File: config.mk
export PLATFORM = sky130hd
export DESIGN_NAME = i2c_ee_slave
export DESIGN_NICKNAME = d
export VERILOG_FILES = /design/src/rtl/i2c_ee_pkg.sv /design/src/rtl/i2c_ee_sync.sv /design/src/rtl/i2c_ee_cond.sv /design/src/rtl/i2c_ee_ptr.sv /design/src/rtl/i2c_ee_slave.sv
export SDC_FILE = /design/constraint.sdc
export NUM_CORES = 1
export LEC_CHECK = 0
export CAP_MARGIN = 20
export CORE_UTILIZATION = 58
export CTS_CLUSTER_SIZE = 24
export DETAILED_ROUTE_END_ITERATION = 7
export GPL_ROUTABILITY_DRIVEN = 0
export GPL_TIMING_DRIVEN = 0
export PLACE_DENSITY = 0.93
export REMOVE_ABC_BUFFERS = 1
export SLEW_MARGIN = 20
export SYNTH_ARGS = -nofsm -noshare
export SYNTH_HDL_FRONTEND = slang
export SYNTH_SLANG_ARGS = --single-unit
File: constraint.sdc
create_clock -name clk -period 4.88 [get_ports clk]
set_input_delay 0.976 -clock clk [delete_from_list [all_inputs] [get_ports clk]]
set_output_delay 0.976 -clock clk [all_outputs]
set_load 0.05 [all_outputs]
File: src/rtl/i2c_ee_pkg.sv
package i2c_ee_pkg;

   typedef enum logic [2:0] {
      ST_IDLE,
      ST_RX,
      ST_ACK,
      ST_TX,
      ST_HACK
   } ee_state_e;

   typedef enum logic [1:0] {
      FLD_DEV,
      FLD_AHI,
      FLD_ALO,
      FLD_DATA
   } ee_field_e;

endpackage

File: src/rtl/i2c_ee_sync.sv
module i2c_ee_sync #(
   parameter int STAGES = 2
) (
   input  logic clk,
   input  logic rst_n,
   input  logic d_i,
   output logic q_o
);

   logic [STAGES-1:0] ff_q;

   initial begin
      assert (STAGES >= 1) else $error("i2c_ee_sync: STAGES must be at least 1");
   end

   generate
      if (STAGES == 1) begin : g_single
         always_ff @(posedge clk or negedge rst_n) begin
            if (!rst_n) ff_q <= '1;
            else        ff_q <= d_i;
         end
      end else begin : g_chain
         always_ff @(posedge clk or negedge rst_n) begin
            if (!rst_n) ff_q <= '1;
            else        ff_q <= {ff_q[STAGES-2:0], d_i};
         end
      end
   endgenerate

   assign q_o = ff_q[STAGES-1];

endmodule

File: src/rtl/i2c_ee_cond.sv
module i2c_ee_cond (
   input  logic clk,
   input  logic rst_n,
   input  logic scl_i,
   input  logic sda_i,
   output logic start_o,
   output logic stop_o,
   output logic rise_o,
   output logic fall_o
);

   logic scl_p, sda_p;

   always_ff @(posedge clk or negedge rst_n) begin
      if (!rst_n) begin
         scl_p <= 1'b1;
         sda_p <= 1'b1;
      end else begin
         scl_p <= scl_i;
         sda_p <= sda_i;
      end
   end

   assign start_o = scl_p & scl_i & sda_p & ~sda_i;
   assign stop_o  = scl_p & scl_i & ~sda_p & sda_i;
   assign rise_o  = scl_i & ~scl_p;
   assign fall_o  = ~scl_i & scl_p;

endmodule

File: src/rtl/i2c_ee_ptr.sv
module i2c_ee_ptr #(
   parameter int ADDR_W = 13,
   parameter int PAGE_W = 5
) (
   input  logic [ADDR_W-1:0] cur_i,
   output logic [ADDR_W-1:0] page_nx_o,
   output logic [ADDR_W-1:0] lin_nx_o
);

   assign lin_nx_o = cur_i + ADDR_W'(1);

   generate
      if (PAGE_W == 0) begin : g_linear
         assign page_nx_o = lin_nx_o;
      end else begin : g_paged
         assign page_nx_o = {cur_i[ADDR_W-1:PAGE_W], cur_i[PAGE_W-1:0] + PAGE_W'(1)};
      end
   endgenerate

endmodule

File: src/rtl/i2c_ee_slave.sv
module i2c_ee_slave
   import i2c_ee_pkg::*;
#(
   parameter int          ADDR_W      = 13,
   parameter int          PAGE_W      = 5,
   parameter int          SYNC_STAGES = 2,
   parameter logic [3:0]  DEV_CODE    = 4'b1010
) (
   input  logic              clk,
   input  logic              rst_n,
   input  logic              scl_i,
   input  logic              sda_i,
   output logic              sda_oe_o,
   input  logic [2:0]        strap_i,
   input  logic              wr_busy_i,
   output logic              wr_valid_o,
   output logic [ADDR_W-1:0] wr_addr_o,
   output logic [7:0]        wr_data_o,
   output logic              wr_commit_o,
   output logic [ADDR_W-1:0] rd_addr_o,
   input  logic [7:0]        rd_data_i
);

   localparam int HI_W = ADDR_W - 8;

   initial begin
      assert (ADDR_W >= 9 && ADDR_W <= 16) else $error("i2c_ee_slave: ADDR_W out of range 9..16");
      assert (PAGE_W >= 0 && PAGE_W < ADDR_W) else $error("i2c_ee_slave: PAGE_W must be below ADDR_W");
      assert (SYNC_STAGES >= 1) else $error("i2c_ee_slave: SYNC_STAGES must be at least 1");
   end

   logic scl_s, sda_s;
   logic start_p, stop_p, rise_p, fall_p;
   logic [ADDR_W-1:0] ptr_page, ptr_lin;

   i2c_ee_sync #(.STAGES(SYNC_STAGES)) u_sync_scl (.clk(clk), .rst_n(rst_n), .d_i(scl_i), .q_o(scl_s));
   i2c_ee_sync #(.STAGES(SYNC_STAGES)) u_sync_sda (.clk(clk), .rst_n(rst_n), .d_i(sda_i), .q_o(sda_s));

   i2c_ee_cond u_cond (
      .clk(clk), .rst_n(rst_n), .scl_i(scl_s), .sda_i(sda_s),
      .start_o(start_p), .stop_o(stop_p), .rise_o(rise_p), .fall_o(fall_p)
   );

   ee_state_e         st_q;
   ee_field_e         fld_q;
   logic [2:0]        bit_q;
   logic [7:0]        sh_q;
   logic              full_q, rw_q, oe_q, seen_q;
   logic [HI_W-1:0]   hi_q;
   logic [ADDR_W-1:0] ptr_q, wa_q;
   logic [7:0]        wd_q;
   logic              wv_q, cm_q;
   logic              dev_hit;

   i2c_ee_ptr #(.ADDR_W(ADDR_W), .PAGE_W(PAGE_W)) u_ptr (
      .cur_i(ptr_q), .page_nx_o(ptr_page), .lin_nx_o(ptr_lin)
   );

   assign dev_hit = (sh_q[7:4] == DEV_CODE) && (sh_q[3:1] == strap_i) && !wr_busy_i;

   always_ff @(posedge clk or negedge rst_n) begin
      if (!rst_n) begin
         st_q   <= ST_IDLE;
         fld_q  <= FLD_DEV;
         bit_q  <= '0;
         sh_q   <= '0;
         full_q <= 1'b0;
         rw_q   <= 1'b0;
         oe_q   <= 1'b0;
         seen_q <= 1'b0;
         hi_q   <= '0;
         ptr_q  <= '0;
         wa_q   <= '0;
         wd_q   <= '0;
         wv_q   <= 1'b0;
         cm_q   <= 1'b0;
      end else begin
         wv_q <= 1'b0;
         cm_q <= 1'b0;
         if (start_p) begin
            st_q   <= ST_RX;
            fld_q  <= FLD_DEV;
            bit_q  <= '0;
            full_q <= 1'b0;
            oe_q   <= 1'b0;
            seen_q <= 1'b0;
         end else if (stop_p) begin
            if (st_q != ST_IDLE && fld_q == FLD_DATA && seen_q) cm_q <= 1'b1;
            st_q   <= ST_IDLE;
            oe_q   <= 1'b0;
            seen_q <= 1'b0;
         end else begin
            case (st_q)
               ST_RX: begin
                  if (rise_p && !full_q) begin
                     sh_q  <= {sh_q[6:0], sda_s};
                     bit_q <= bit_q + 3'd1;
                     if (bit_q == 3'd7) full_q <= 1'b1;
                  end else if (fall_p && full_q) begin
                     full_q <= 1'b0;
                     bit_q  <= '0;
                     case (fld_q)
                        FLD_DEV: begin
                           if (dev_hit) begin
                              oe_q <= 1'b1;
                              rw_q <= sh_q[0];
                              st_q <= ST_ACK;
                           end else begin
                              st_q <= ST_IDLE;
                           end
                        end
                        FLD_AHI: begin
                           hi_q <= sh_q[HI_W-1:0];
                           oe_q <= 1'b1;
                           st_q <= ST_ACK;
                        end
                        FLD_ALO: begin
                           ptr_q <= {hi_q, sh_q};
                           oe_q  <= 1'b1;
                           st_q  <= ST_ACK;
                        end
                        default: begin
                           wv_q   <= 1'b1;
                           wa_q   <= ptr_q;
                           wd_q   <= sh_q;
                           ptr_q  <= ptr_page;
                           seen_q <= 1'b1;
                           oe_q   <= 1'b1;
                           st_q   <= ST_ACK;
                        end
                     endcase
                  end
               end
               ST_ACK: begin
                  if (fall_p) begin
                     if (fld_q == FLD_DEV && rw_q) begin
                        st_q  <= ST_TX;
                        bit_q <= '0;
                        oe_q  <= ~rd_data_i[7];
                     end else begin
                        st_q <= ST_RX;
                        oe_q <= 1'b0;
                        case (fld_q)
                           FLD_DEV: fld_q <= FLD_AHI;
                           FLD_AHI: fld_q <= FLD_ALO;
                           default: fld_q <= FLD_DATA;
                        endcase
                     end
                  end
               end
               ST_TX: begin
                  if (fall_p) begin
                     if (bit_q == 3'd7) begin
                        oe_q <= 1'b0;
                        st_q <= ST_HACK;
                     end else begin
                        bit_q <= bit_q + 3'd1;
                        oe_q  <= ~rd_data_i[3'd6 - bit_q];
                     end
                  end
               end
               ST_HACK: begin
                  if (rise_p) begin
                     ptr_q <= ptr_lin;
                     st_q  <= ST_IDLE;
                  end
               end
               default: ;
            endcase
         end
      end
   end

   assign sda_oe_o    = oe_q;
   assign wr_valid_o  = wv_q;
   assign wr_addr_o   = wa_q;
   assign wr_data_o   = wd_q;
   assign wr_commit_o = cm_q;
   assign rd_addr_o   = ptr_q;

   AST_START_REARMS: assert property (@(posedge clk) disable iff (!rst_n)
      start_p |=> (st_q == ST_RX && fld_q == FLD_DEV && bit_q == 3'd0 && !oe_q));

   AST_BUSY_NO_ACK: assert property (@(posedge clk) disable iff (!rst_n)
      (st_q == ST_RX && fld_q == FLD_DEV && full_q && fall_p && wr_busy_i && !start_p && !stop_p)
      |=> !oe_q);

   AST_IDLE_RELEASED: assert property (@(posedge clk) disable iff (!rst_n)
      (st_q == ST_IDLE) |-> !sda_oe_o);

   AST_OE_SCL_LOW: assert property (@(posedge clk) disable iff (!rst_n)
      (!$stable(oe_q) && !$past(start_p) && !$past(stop_p)) |-> !$past(scl_s));

   AST_COMMIT_ON_STOP: assert property (@(posedge clk) disable iff (!rst_n)
      wr_commit_o |-> ($past(stop_p) && !wr_valid_o));

   generate
      if (PAGE_W > 0) begin : g_page_chk
         AST_PAGE_ROW_HELD: assert property (@(posedge clk) disable iff (!rst_n)
            (fld_q == FLD_DATA && $past(fld_q == FLD_DATA)) |-> $stable(ptr_q[ADDR_W-1:PAGE_W]));
      end
   endgenerate

endmodule

==> results.py <==
metrics = {
    "cts": {
        "path_clk_slew_ns": 0.07,
        "cts_buffers": 9,
        "cts_tree": "done",
        "cts-root-buf": "clkbuf_8",
        "clock_latency_ns": 0.35,
        "cts_buffer_depth": 2,
        "cts_hold_repair.buffers": 0,
        "h-tree-depth": 3,
        "clock_sinks": 67,
        "postCtsResizedCells": 0,
        "cts_setup_buffers": 0,
    },
    "sta": {
        "rsz0062_at_grt": "false",
        "slew_headroom_pct": 47.04,
        "timing.fmax_ghz": 0.3728,
        "drv_slew": 0,
        "fin_crit_sh_pct": 54.97,
        "fin_crit_ns": 2.683,
        "tns_ns": 0,
        "finalSetupViolCount": 0,
        "hold_viol": 0,
        "skew_ns": 0.008814,
        "worst_slew_pin_slew_ns": 0.7872,
        "layout_setup_ws_ns": 2.197,
    },
    "detailed_routing": {
        "first_iter_violations": 206,
        "viasPerCell": 6.108,
        "drc": 0,
        "vias": 2596,
        "wl_per_cell_um": 16.59,
        "ant_nets": 0,
        "routed_wl_um": 7050,
        "drt_pass1_iterations": 4,
    },
    "setup_path": {
        "cp.required_ns": 3.90,
        "startpoint": "rd_addr_o[3]",
        "cp-end-kind": "output pin",
        "cp.arrival_ns": 1.71,
        "r2r_start": "u_cond.scl_p",
        "cp_slowest_cell": "clkdlybuf4s50_1",
        "critical-path-max-stage-delay_ns": 0.86,
        "cp_cell_sequence": "clkdlybuf4s50_1",
        "crit_path_max_fanout": 9,
        "cp_top_family": "buffers and inverters",
        "critPathKind": "reg2out",
        "startpoint_type": "flip-flop",
        "crit_buf_inv": 1,
    },
    "placed_design": {
        "pre_cts_ws_ns": 2.083,
        "post-place-cells": 409,
        "portBuffers": 52,
        "dp_hpwl_um": 4901,
    },
    "floorplan": {
        "row_count": 27,
        "initial_utilization_pct": 60.46,
        "die_x_um": 77.77,
        "ioPinCount": 53,
        "core_area_mm2": 0.005507,
        "fp.dieH_um": 77.77,
        "die_area_mm2": 0.006047,
    },
    "layout": {
        "mostFrequentLayoutCells": "dfrtp_1, clkdlybuf4s50_1, mux2_2",
        "nFillCells": 367,
        "final_common_cell": "dfrtp_1",
        "syn_to_final_growth_pct": 21.76,
        "final_cells": 425,
        "n_antenna_cell": 0,
        "regArea_mm2": 0.001684,
        "multi_input_area_mm2": 0.001546,
        "drive_gt1_share_pct": 20.11,
        "num-nets-final": 368,
    },
    "grt": {
        "grt_usage_pct": 25.37,
        "top_usage_layer": "met2",
        "grt_pass1_wl_um": 11680,
        "grtUsageMet2_pct": 39.03,
        "antenna_found_initial": 0,
        "grt_max_degree": 44,
        "grtUsageMet3_pct": 3.647,
        "grt_pass1_vias": 2424,
        "met1_usage_pct": 35.02,
        "grt-ovfl-total": 0,
    },
    "synth": {
        "ys_warn_count": 0,
        "ys_seq_area_share_pct": 50.58,
        "synthMuxAreaShare_pct": 14.43,
        "async_flop_share_pct": 100.0,
        "synthFlopType": "dfrtp_1",
        "synth-edff-count": 0,
        "yosys_register_bits": 67,
        "synth_top_family_by_area": "simple AND/OR/NAND/NOR gates",
        "synthAdderAreaFrac_pct": 1.503,
        "synthSimpleGateAreaFrac_pct": 15.78,
        "synthCells": 300,
        "ys_types": 59,
        "synthXorXnorAreaFrac_pct": 1.052,
        "syn_avg_cell_area_um2": 11.10,
        "synth_compound_area_share_pct": 13.53,
        "syn_area_mm2": 0.003329,
    },
    "pwr": {
        "pwr_density_cell_mw_per_mm2": 387.4,
        "ir_worst_vdd_mv": 0.2644,
        "p_leak_nw": 1.746,
    },
    "worst_hold_path": {
        "min-delay-path-class": "reg2reg",
        "min_from": "u_sync_sda.ff_q[0]",
    },
    "outcome": {
        "status": "finished clean",
    },
    "job": {
        "drv_cap": 0,
    },
}
where the power goes:
| part | internal (mW) | total [mW] | switching (mW) | leakage, nW |
|---|---|---|---|---|
| sequential | 0.624 | 0.755 | 0.131 | 0.895 |
| clock | 0.210 | 0.416 | 0.206 | 0.0884 |
| combinational | 0.185 | 0.399 | 0.214 | 0.763 |
| total | 1.02 | 1.57 | 0.551 | 1.75 |
cells in the mapped netlist, types with 5 or more instances:
cell       n  area [um^2]
dfrtp_1   61         1526
o21ai_1    8        40.04
nand2_1   19        71.32
clkbuf_1   7        26.28
nor3_1     9        45.04
a22oi_1    5        37.54
mux2_2    36        405.4
a31oi_1    5        31.28
dfstp_2    6        157.7
nor4_1     5        31.28
nor2_1    20        75.07
o21ai_0   13        65.06
buf_2      5        25.02
a21oi_1   15        75.07
nand3_1    7        35.03
kinds of logic (layout without fill, tap and decap cells):
kind of cell | Yosys count | count (layout)
buffers and inverters | 20 | 73
flip-flops | 67 | 67
AO/OA/AOI/OAI | 70 | 70
XOR/XNOR | 4 | 4
AND/OR/NAND/NOR | 94 | 94
adder cells (fa/ha/maj) | 4 | 4
multiplexers | 41 | 41
final cells by class:
cell class	instances	area share, %
inverter	4	0.3704
tap	72	2.222
timing repair buffer	53	13.27
sequential	67	41.54
clock inverter	4	0.6173
multi-input combinational	213	38.15
clock buffer	12	3.827
final timing paths:
path	to	slack, ns	cells past startpoint
max in group asynchronous	u_cond.sda_p	3.78	2
max	rd_addr_o[3]	2.20	1
max reg2reg	wr_data_o[7]	2.53	4
min reg2reg	u_sync_sda.ff_q[1]	0.36	0
min	u_sync_sda.ff_q[1]	0.36	0
min in group asynchronous	wr_addr_o[7]	0.51	1
per-stage QoR:
stage                     utilization [%]  hold WS (ns)  area, um^2  power [mW]
after floorplan                         -        0.3452        3241       1.019
after global placement              69.94        0.3458        3851       1.132
after detailed placement            70.35        0.3476        3874       1.156
after CTS                           73.62        0.3573        4054       1.571
after global routing                73.62        0.3609        4054       1.648
final                               73.62        0.3558        4054       1.571
metal layers:
| metal | share of wire (%) | wire [um] |
|---|---|---|
| met1 | 45 | 3150 |
| met2 | 48 | 3417 |
| met5 | 0 | 0 |
| met3 | 4.1 | 291 |
| met4 | 2.7 | 190 |
worst register-to-register path: stages, from the launching register on:
cell and delay (ns):
dfstp_2 0.61, nor2b_1 0.31, nand4_1 0.27, nor2_4 0.63, mux2_2 0.42
registers in the layout, summed over array words and instances, names as in the netlist, 2 cells and up:
| name | count |
|---|---|
| fld_q | 2 |
| hi_q | 5 |
| sh_q | 8 |
| bit_q | 3 |
| wr_addr_o | 13 |
| st_q | 3 |
| u_sync_scl.ff_q | 2 |
| u_sync_sda.ff_q | 2 |
| wr_data_o | 8 |
| rd_addr_o | 13 |
Note: power is estimated with default switching activity, not from simulation.
